--- config.mk ---
export PLATFORM = sky130hd
export DESIGN_NAME = seg_access_check
export DESIGN_NICKNAME = d
export VERILOG_FILES = /design/src/rtl/seg_chk_pkg.sv /design/src/rtl/seg_limit_unit.sv /design/src/rtl/seg_perm_unit.sv /design/src/rtl/seg_access_check.sv
export SDC_FILE = /design/constraint.sdc
export NUM_CORES = 1
export LEC_CHECK = 0
export ABC_AREA = 1
export BUFFER_PORTS_ARGS = -buffer_cell sky130_fd_sc_hd__buf_2
export CORE_ASPECT_RATIO = 1.75
export CORE_MARGIN = 5
export CORE_UTILIZATION = 45
export CTS_CLUSTER_DIAMETER = 120
export DETAILED_ROUTE_END_ITERATION = 8
export GPL_TIMING_DRIVEN = 0
export PLACE_DENSITY = 0.81
export SKIP_CTS_REPAIR_TIMING = 1
export SYNTH_ARGS = -nofsm -noshare
export SYNTH_HDL_FRONTEND = slang
export SYNTH_SLANG_ARGS = --single-unit
--- constraint.sdc ---
create_clock -name clk -period 3.3 [get_ports clk]
set_clock_uncertainty 0.05 [all_clocks]
set_input_delay 0.33 -clock clk [delete_from_list [all_inputs] [get_ports clk]]
set_output_delay 0.33 -clock clk [all_outputs]
set_load 0.01 [all_outputs]
--- src/rtl/seg_chk_pkg.sv ---
// Shared types and field positions for the segment access checker.
// Assumes the descriptor has already been unpacked into separate fields.
package seg_chk_pkg;

    typedef enum logic [1:0] {
        KIND_READ  = 2'd0,
        KIND_WRITE = 2'd1,
        KIND_EXEC  = 2'd2,
        KIND_RSVD  = 2'd3
    } acc_kind_e;

    typedef enum logic [2:0] {
        FLT_NONE   = 3'd0,
        FLT_ABSENT = 3'd1,
        FLT_SYSTEM = 3'd2,
        FLT_DESC   = 3'd3,
        FLT_TYPE   = 3'd4,
        FLT_PRIV   = 3'd5,
        FLT_LIMIT  = 3'd6
    } fault_e;

    // attribute byte bit positions
    localparam int AB_PRESENT = 7;
    localparam int AB_DPL_HI  = 6;
    localparam int AB_DPL_LO  = 5;
    localparam int AB_NONSYS  = 4;
    localparam int AB_CODE    = 3;
    localparam int AB_DIRCONF = 2;
    localparam int AB_RWPERM  = 1;
    localparam int AB_TOUCHED = 0;

    // flag group bit positions
    localparam int FL_GRAN  = 2;
    localparam int FL_SZ32  = 1;
    localparam int FL_WIDE  = 0;

endpackage

--- src/rtl/seg_limit_unit.sv ---
// Limit comparison for one reference.
// Scales the raw limit by granularity and checks the whole byte span
// [offset, offset+size-1] against it, for segments that grow up or down.
// A carry out of the address width counts as a breach.
// Assumes LIMIT_W + PAGE_SHIFT <= ADDR_W.
module seg_limit_unit #(
    parameter int ADDR_W     = 32,
    parameter int LIMIT_W    = 20,
    parameter int PAGE_SHIFT = 12,
    parameter int SIZE_W     = 4
) (
    input  logic [LIMIT_W-1:0] limit_raw,
    input  logic               gran_page,
    input  logic               grows_down,
    input  logic [ADDR_W-1:0]  offset,
    input  logic [SIZE_W-1:0]  size,
    output logic               limit_bad
);
    localparam int SCALED_W = LIMIT_W + PAGE_SHIFT;

    logic [SCALED_W-1:0] scaled;
    logic [ADDR_W-1:0]   eff_limit;
    logic [SIZE_W-1:0]   size_m1;
    logic [ADDR_W:0]     last_byte;
    logic                up_bad;
    logic                down_bad;

    // effective limit from granularity
    always_comb begin
        scaled    = {limit_raw, {PAGE_SHIFT{1'b1}}};
        eff_limit = gran_page ? ADDR_W'(scaled) : ADDR_W'(limit_raw);
    end

    // address of the final byte touched, one extra bit to catch wrap
    always_comb begin
        size_m1   = (size == '0) ? '0 : size - SIZE_W'(1);
        last_byte = {1'b0, offset} + (ADDR_W+1)'(size_m1);
    end

    // breach tests for both directions
    always_comb begin
        up_bad    = last_byte[ADDR_W] | (last_byte[ADDR_W-1:0] > eff_limit);
        down_bad  = last_byte[ADDR_W] | (offset <= eff_limit);
        limit_bad = grows_down ? down_bad : up_bad;
    end

endmodule

--- src/rtl/seg_perm_unit.sv ---
// Type, presence and privilege screening for one reference.
// Produces the highest-priority fault of the non-limit classes, or none.
// Assumes cpl and the privilege field use 0 as most privileged.
module seg_perm_unit
    import seg_chk_pkg::*;
(
    input  logic [7:0] attr,
    input  logic [2:0] flags,
    input  logic [1:0] cpl,
    input  logic [1:0] kind,
    output fault_e     perm_fault
);
    logic       is_code;
    logic       rw_perm;
    logic       dirconf;
    logic [1:0] dpl;
    logic       type_bad;
    logic       priv_bad;
    logic       desc_bad;

    // field extraction
    always_comb begin
        is_code  = attr[AB_CODE];
        rw_perm  = attr[AB_RWPERM];
        dirconf  = attr[AB_DIRCONF];
        dpl      = attr[AB_DPL_HI:AB_DPL_LO];
        desc_bad = flags[FL_WIDE] & flags[FL_SZ32];
    end

    // kind versus segment type
    always_comb begin
        unique case (acc_kind_e'(kind))
            KIND_READ:  type_bad = is_code & ~rw_perm;
            KIND_WRITE: type_bad = is_code | ~rw_perm;
            KIND_EXEC:  type_bad = ~is_code;
            default:    type_bad = 1'b1;
        endcase
    end

    // privilege rule, one-sided for conforming code
    always_comb begin
        if (!is_code)     priv_bad = (cpl > dpl);
        else if (dirconf) priv_bad = (cpl < dpl);
        else              priv_bad = (cpl != dpl);
    end

    // priority encode
    always_comb begin
        if (!attr[AB_PRESENT])     perm_fault = FLT_ABSENT;
        else if (!attr[AB_NONSYS]) perm_fault = FLT_SYSTEM;
        else if (desc_bad)         perm_fault = FLT_DESC;
        else if (type_bad)         perm_fault = FLT_TYPE;
        else if (priv_bad)         perm_fault = FLT_PRIV;
        else                       perm_fault = FLT_NONE;
    end

endmodule

--- src/rtl/seg_access_check.sv ---
// Registered segment access checker.
// Combines screening and limit results, forms the linear address and the
// write-back attribute byte, and registers all of it one cycle after the
// request. Limit faults are suppressed in wide-address mode.
module seg_access_check
    import seg_chk_pkg::*;
#(
    parameter int ADDR_W     = 32,
    parameter int LIMIT_W    = 20,
    parameter int PAGE_SHIFT = 12,
    parameter int SIZE_W     = 4
) (
    input  logic               clk,
    input  logic               rst_n,
    input  logic               req_valid,
    input  logic [ADDR_W-1:0]  desc_base,
    input  logic [LIMIT_W-1:0] desc_limit,
    input  logic [7:0]         desc_access,
    input  logic [2:0]         desc_flags,
    input  logic [1:0]         cpl,
    input  logic [1:0]         acc_kind,
    input  logic               long_mode,
    input  logic [ADDR_W-1:0]  offset,
    input  logic [SIZE_W-1:0]  acc_size,
    output logic               rsp_valid,
    output logic               rsp_ok,
    output logic [2:0]         rsp_fault,
    output logic [ADDR_W-1:0]  rsp_lin_addr,
    output logic [7:0]         rsp_access
);
    fault_e            perm_fault;
    fault_e            fault_nxt;
    logic              limit_bad;
    logic              grows_down;
    logic [ADDR_W-1:0] lin_nxt;
    logic [7:0]        attr_nxt;

    seg_perm_unit u_perm (
        .attr       (desc_access),
        .flags      (desc_flags),
        .cpl        (cpl),
        .kind       (acc_kind),
        .perm_fault (perm_fault)
    );

    seg_limit_unit #(
        .ADDR_W     (ADDR_W),
        .LIMIT_W    (LIMIT_W),
        .PAGE_SHIFT (PAGE_SHIFT),
        .SIZE_W     (SIZE_W)
    ) u_limit (
        .limit_raw  (desc_limit),
        .gran_page  (desc_flags[FL_GRAN]),
        .grows_down (grows_down),
        .offset     (offset),
        .size       (acc_size),
        .limit_bad  (limit_bad)
    );

    // only data segments can grow down
    always_comb grows_down = ~desc_access[AB_CODE] & desc_access[AB_DIRCONF];

    // final fault, address and write-back byte
    always_comb begin
        if (perm_fault != FLT_NONE)      fault_nxt = perm_fault;
        else if (!long_mode && limit_bad) fault_nxt = FLT_LIMIT;
        else                              fault_nxt = FLT_NONE;
        lin_nxt  = long_mode ? offset : desc_base + offset;
        attr_nxt = desc_access;
        if (fault_nxt == FLT_NONE) attr_nxt[AB_TOUCHED] = 1'b1;
    end

    // response register
    always_ff @(posedge clk) begin
        if (!rst_n) begin
            rsp_valid    <= 1'b0;
            rsp_ok       <= 1'b0;
            rsp_fault    <= '0;
            rsp_lin_addr <= '0;
            rsp_access   <= '0;
        end else begin
            rsp_valid    <= req_valid;
            rsp_ok       <= (fault_nxt == FLT_NONE);
            rsp_fault    <= fault_nxt;
            rsp_lin_addr <= lin_nxt;
            rsp_access   <= attr_nxt;
        end
    end

endmodule

### Word-level counts from Yosys, hierarchy flattened

Cells that the tools add are included.

| storage, ports and cells | value |
|---|---|
| flip-flop bits (word level) | 45 |
| word-level logic and storage cells | 44 |
| input port bits | 107 |
| output and inout port bits | 45 |

| operators by class | value |
|---|---|
| add/sub/neg operators | 3 |
| equal/unequal tests | 3 |
| bitwise logic cells | 8 |
| mux-type cells | 15 |
| magnitude comparators | 4 |
| reductions and logical operators | 6 |

Operators by type and width:

| operator | count |
|---|---|
| 32-bit 2-to-1 mux | 2 |
| 32-bit by 4-bit adder with 33-bit output | 1 |
| 32-bit adder | 1 |
| 32-bit > comparator | 1 |
| 32-bit less-or-equal comparator | 1 |
| 3-bit 2-to-1 mux | 7 |
| 4-bit logical NOT | 1 |
| 1-bit 2-to-1 mux | 4 |
| 4-bit 2-to-1 mux | 1 |
| 4-bit by 1-bit subtractor with 4-bit output, second input constant | 1 |
| 1-bit AND | 3 |
| 3-bit logical NOT | 1 |
| 1-bit OR | 3 |
| 1-bit one-hot mux with 3 select lines | 1 |
| 3-bit nonzero test | 1 |
| 2-bit by 1-bit equality test with 1-bit output, second input constant | 1 |
| 2-bit equality test, second input constant | 1 |
| 2-bit > comparator | 1 |
| 2-bit logical NOT | 1 |
| 2-bit less-than comparator | 1 |
| 2-bit != test | 1 |
| 1-bit NOT | 2 |
| 1-bit logical AND | 1 |
| 1-bit logical NOT | 1 |

### Longest topological paths before layout

| depth | value |
|---|---|
| depth in word-level cells | 12 |
| mapped depth | 28 |
| mapped depth without buffers | 28 |

### Cells and area by module

A second synthesis with hierarchy kept.

| unflattened totals | value |
|---|---|
| cells, all modules | 1179 |
| area total of the unflattened synthesis | 6782.8 um^2 |

Modules (own cells, without submodules):

| module | cells an instance | area an instance (um^2) | seq. area each (um^2) | times used |
|---|---|---|---|---|
| seg_access_check | 725 | 3992.6 | 900.9 | 1 |
| seg_limit_unit | 424 | 2636.3 | 0.0 | 1 |
| seg_perm_unit | 30 | 153.9 | 0.0 | 1 |

### Worst setup path after synthesis

OpenSTA, ideal clock, no wires.

| timing path | value |
|---|---|
| path type | in2reg |
| from | input acc_size[2] |
| to | register rsp_access[0] |
| setup time | 114 ps |
| buffers on the path | 0 |
| data required time | 3136 ps |
| setup slack | -71 ps |
| stages | 25 |
| arrival | 3208 ps |
| path through | nor2_1 -> a21oi_1 -> ha_1 -> inv_1 -> fa_1 -> nand3b_1 -> nand2_1 -> nand2_2 -> nor3_4 -> nand3b_2 -> nor2_2 -> nand2_2 -> nor2_4 -> nand2_1 -> xor2_1 -> ha_1 -> nand2_1 -> nor4_1 -> a21oi_1 -> nand2_1 -> a21oi_1 -> nand2_1 -> nand2_1 -> nand2_1 -> nand2_1 |

| on the way | value |
|---|---|
| cells in the longest elaborated chain, start to end | 11 |
| elaborated cells on any way between the ends | 13 |
| those cells by class | 2 x add/sub; 1 x order compare; 5 x mux; 2 x bitwise; 3 x reduce/logical |

RTL lines:

| what | RTL line | source |
|---|---|---|
| start: declaration | seg_access_check.sv:24 | `input logic [SIZE_W-1:0] acc_size,` |
| 4-bit by 1-bit subtractor with 4-bit output or 4-bit logical NOT (tied branches) | seg_limit_unit.sv:36 | `size_m1 = (size == '0) ? '0 : size - SIZE_W'(1);` |
| 4-bit 2-to-1 mux * | seg_limit_unit.sv:36 |  |
| 32-bit by 4-bit adder with 33-bit output * | seg_limit_unit.sv:37 | `last_byte = {1'b0, offset} + (ADDR_W+1)'(size_m1);` |
| 32-bit > comparator | seg_limit_unit.sv:42 | `up_bad = last_byte[ADDR_W] \| (last_byte[ADDR_W-1:0] > eff_limit);` |
| 1-bit OR | seg_limit_unit.sv:42 |  |
| 1-bit 2-to-1 mux * | seg_limit_unit.sv:44 | `limit_bad = grows_down ? down_bad : up_bad;` |
| 1-bit logical AND * | seg_access_check.sv:66 | `else if (!long_mode && limit_bad) fault_nxt = FLT_LIMIT;` |
| 3-bit 2-to-1 mux * | seg_access_check.sv:66 |  |
| 3-bit 2-to-1 mux * | seg_access_check.sv:65 | `if (perm_fault != FLT_NONE) fault_nxt = perm_fault;` |
| 3-bit logical NOT * | seg_access_check.sv:70 | `if (fault_nxt == FLT_NONE) attr_nxt[AB_TOUCHED] = 1'b1;` |
| 1-bit 2-to-1 mux * | seg_access_check.sv:70 |  |
| end signal: assignment | seg_access_check.sv:86 | `rsp_access <= attr_nxt;` |
| end: declaration | seg_access_check.sv:29 | `output logic [7:0] rsp_access` |

Every way passes the cells marked *; elsewhere a longest branch is shown, timed or not.
A chain may end at the register's enable or synchronous reset.

### Worst setup path in the final report

| timing path | value |
|---|---|
| from | input acc_size[1] |
| to | register rsp_access[0] |

Same word-level chain as after synthesis.

==> results.md <==
* CP required at between 3 and 4 ns
* Syn nets at 1,200
* Layout cells sized above 1 at 0.1745
* Status: finished with violations
* Initial antenna violation count at 0
* Type of the worst setup path: input pin to flip-flop
* Slew HR at 0.3824
* Routed wire length at about 22 mm
* Clk root buf: clkbuf_16
* Cell area power density at between 200 and 300 nW/um2
* First-pass DRT Iterations at 6
* First-pass GRT wire length at between 30 and 40 mm
* Period minus WS final at 3.615 ns
* Post-synth EDFFs at 0
* Post-synth top area share at 0.2060
* Placed Area at 7132 um2
* Antenna-violating nets left at 0
* Vias in the first global route at around 7,000
* Vias per cell at roughly 5.4
* Die Y at 164.5 um
* Register area share after synthesis at 0.1468
* Period Utilization, post-route at 1.095
* Leak Pwr at 4.163 nW
* Violated checks: negative setup slack
* Yosys cell types at 35
* Path category of the worst min-delay check: input pin to flip-flop
* Cells after Synth at 990
* Max Cap Viol at 0
* Pin count of the biggest net entering global routing at 15
* Row Count at 56
* Fin. Hold Viols at 0
* Fin nets at between 1,000 and 1,500
* Final GP Congestion at 0.9603
* Core area at 13,380 um2
* FMAX at 276.7 MHz
* Detail Placement HPWL at 18.31 mm
* Mapped Avg Cell Area at between 6 and 7 um2
* Overflow after GRT at 0
* Max FO, Critical Path at 4
* Sink Count at 45
* Most common cell after layout, fill and taps aside: nand2_1
* Yosys Warn Count at 0
* Remaining DRCs at 0
* Starting density of the core at 0.4585
* Fin. max-slew vios at 0
* Ant. Diodes at 0
* Global-route usage over all layers at 0.2592
* DR WL/cell at 16.34 um
* #FFs+latches synth at 45
* Total negative slack at -1.161 ns
* CTS Buffer Depth at 2
* H-tree depth at 2
* Layout Area Growth over Synthesis at 22.17%
* Worst-path clk slew at 0.06 ns
* Non-Filler Instances at 1,326
* CP Launch Type: input pin
* Post-synthesis async set-or-reset flop share at 0
* 1st-iter DRT viols at ~380
* RSZ-0062 raised after global routing: true
* Dominant cell type by area after synthesis: ha_1
* Arrival time worst endpoint at between 3 and 4 ns
* Endpoint type of the worst setup path: flip-flop
* TritonCTS buffer count at 5
* Most frequent cells in the layout: 227 x nand2_1, 148 x inv_1, 146 x buf_2
* IO Count at around 150
* DR vias at slightly above 7,000
* Ranking of synthesized cells by area: ha_1 21%, dfxtp_1 15%, nand2_1 14%
* Synth Flop Type: dfxtp_1
* I/O Buffers at 150
* Worst-Margin Slew at 0.9264 ns
* Post-synthesis cell area at 6136 um2
* Peak VDD IR at 0.0001874 V
* # fillers at approximately 1,400
* CTS tree: built
* Die Span X at 98.27 um
* Inst Count DP at 1,314
* Setup WS post-layout at -0.3145 ns
* Fin area at approximately 7500 um2
* Die area at roughly 16,000 um2
* Final setup viols at 4
==> cell usage after synthesis, types with 3 or more instances <==
| cell type | instances |
|---|---|
| nor2_1 | 109 |
| o21bai_1 | 7 |
| o21ai_1 | 3 |
| or2_2 | 3 |
| nand4_1 | 19 |
| buf_1 | 3 |
| clkbuf_1 | 11 |
| a21o_1 | 4 |
| nor4_1 | 8 |
| nor3_1 | 19 |
| xnor2_1 | 7 |
| nand3b_1 | 4 |
| inv_1 | 149 |
| dfxtp_1 | 45 |
| xor2_1 | 39 |
| nand2_1 | 234 |
| o21a_1 | 6 |
| a21oi_1 | 103 |
| nand3_1 | 38 |
| mux2i_1 | 8 |
| o21ai_0 | 53 |
| ha_1 | 101 |
==> per-layer routing <==
metal	track usage	routed length [um]
met2	0.4811	10960
met3	0.03085	1210
met4	0.1840	1669
met1	0.2660	7818
met5	0	0
==> kinds of logic (layout without fill, tap and decap cells) <==
kind of cell / after synthesis / in the layout / share of synthesized area
flip-flops: 45 / 45 / 0.1468
buffers and inverters: 164 / 326 / 0.1003
XOR/XNOR: 46 / 46 / 0.06566
multiplexers: 8 / 8 / 0.01305
AND/OR/NAND/NOR: 441 / 441 / 0.3022
adder cells (fa/ha/maj): 103 / 103 / 0.2125
AO/OA/AOI/OAI: 183 / 183 / 0.1595
==> cell type report <==
class / count / area, um2 / share of cell area
repair buffers: 154 / 809.5 / 0.1080
multi-input cells: 781 / 4776 / 0.6371
inverters: 150 / 563.0 / 0.07511
well taps: 174 / 217.7 / 0.02904
clock inverters: 2 / 37.54 / 0.005008
plain buffers: 14 / 52.55 / 0.007011
flip-flops and latches: 45 / 900.9 / 0.1202
clock buffers: 6 / 138.9 / 0.01853
==> metrics by stage <==
stage | utilization | worst slack [ns] | hold slack [ns] | total power, mW
3_5_place_dp | 0.5329 | -0.7813 | 0.4683 | 1.572
2_1_floorplan | - | -0.002860 | 0.3735 | 1.239
4_1_cts | 0.5461 | -0.4838 | 0.1650 | 2.195
6_report | 0.5601 | -0.3145 | 0.1687 | 2.220
3_3_place_gp | 0.5329 | -0.7206 | 0.4652 | 1.552
5_1_grt | 0.5601 | -0.4954 | 0.1876 | 2.378
==> final timing paths <==
| path | start | end | slack (ns) | cells past startpoint |
|---|---|---|---|---|
| max | acc_size[1] | rsp_access[0] | -0.31 | 26 |
| min | desc_access[0] | rsp_access[0] | 0.17 | 3 |
==> state kept, by name, summed over array words and instances, names as in the netlist <==
register      cells
rsp_lin_addr     32
rsp_valid         1
rsp_ok            1
rsp_access        8
rsp_fault         3
==> where the power goes <==
| part | total (mW) | switching, mW | internal [mW] |
|---|---|---|---|
| logic | 0.999 | 0.628 | 0.371 |
| registers | 0.599 | 0.00951 | 0.589 |
| clock network | 0.623 | 0.244 | 0.379 |
==> worst max-delay path: stages <==
cell and delay (ns):
buf_8 0.09, nor2_4 0.04, a21oi_2 0.13, ha_2 0.20, inv_2 0.04, fa_2 0.35
nand3b_1 0.21, nand2_2 0.10, nand2_4 0.07, nor3_4 0.25, nand3b_4 0.12, nor2_4 0.13
nand2_4 0.07, nor2_4 0.17, nand2_1 0.08, xor2_1 0.15, ha_1 0.29, nand2_2 0.09
nor4_4 0.29, a21oi_2 0.09, nand2_1 0.08, a21oi_2 0.06, nand2_2 0.09, nand2_2 0.06
nand2_2 0.10, nand2_1 0.05
Power figures use the tool's default switching activity.
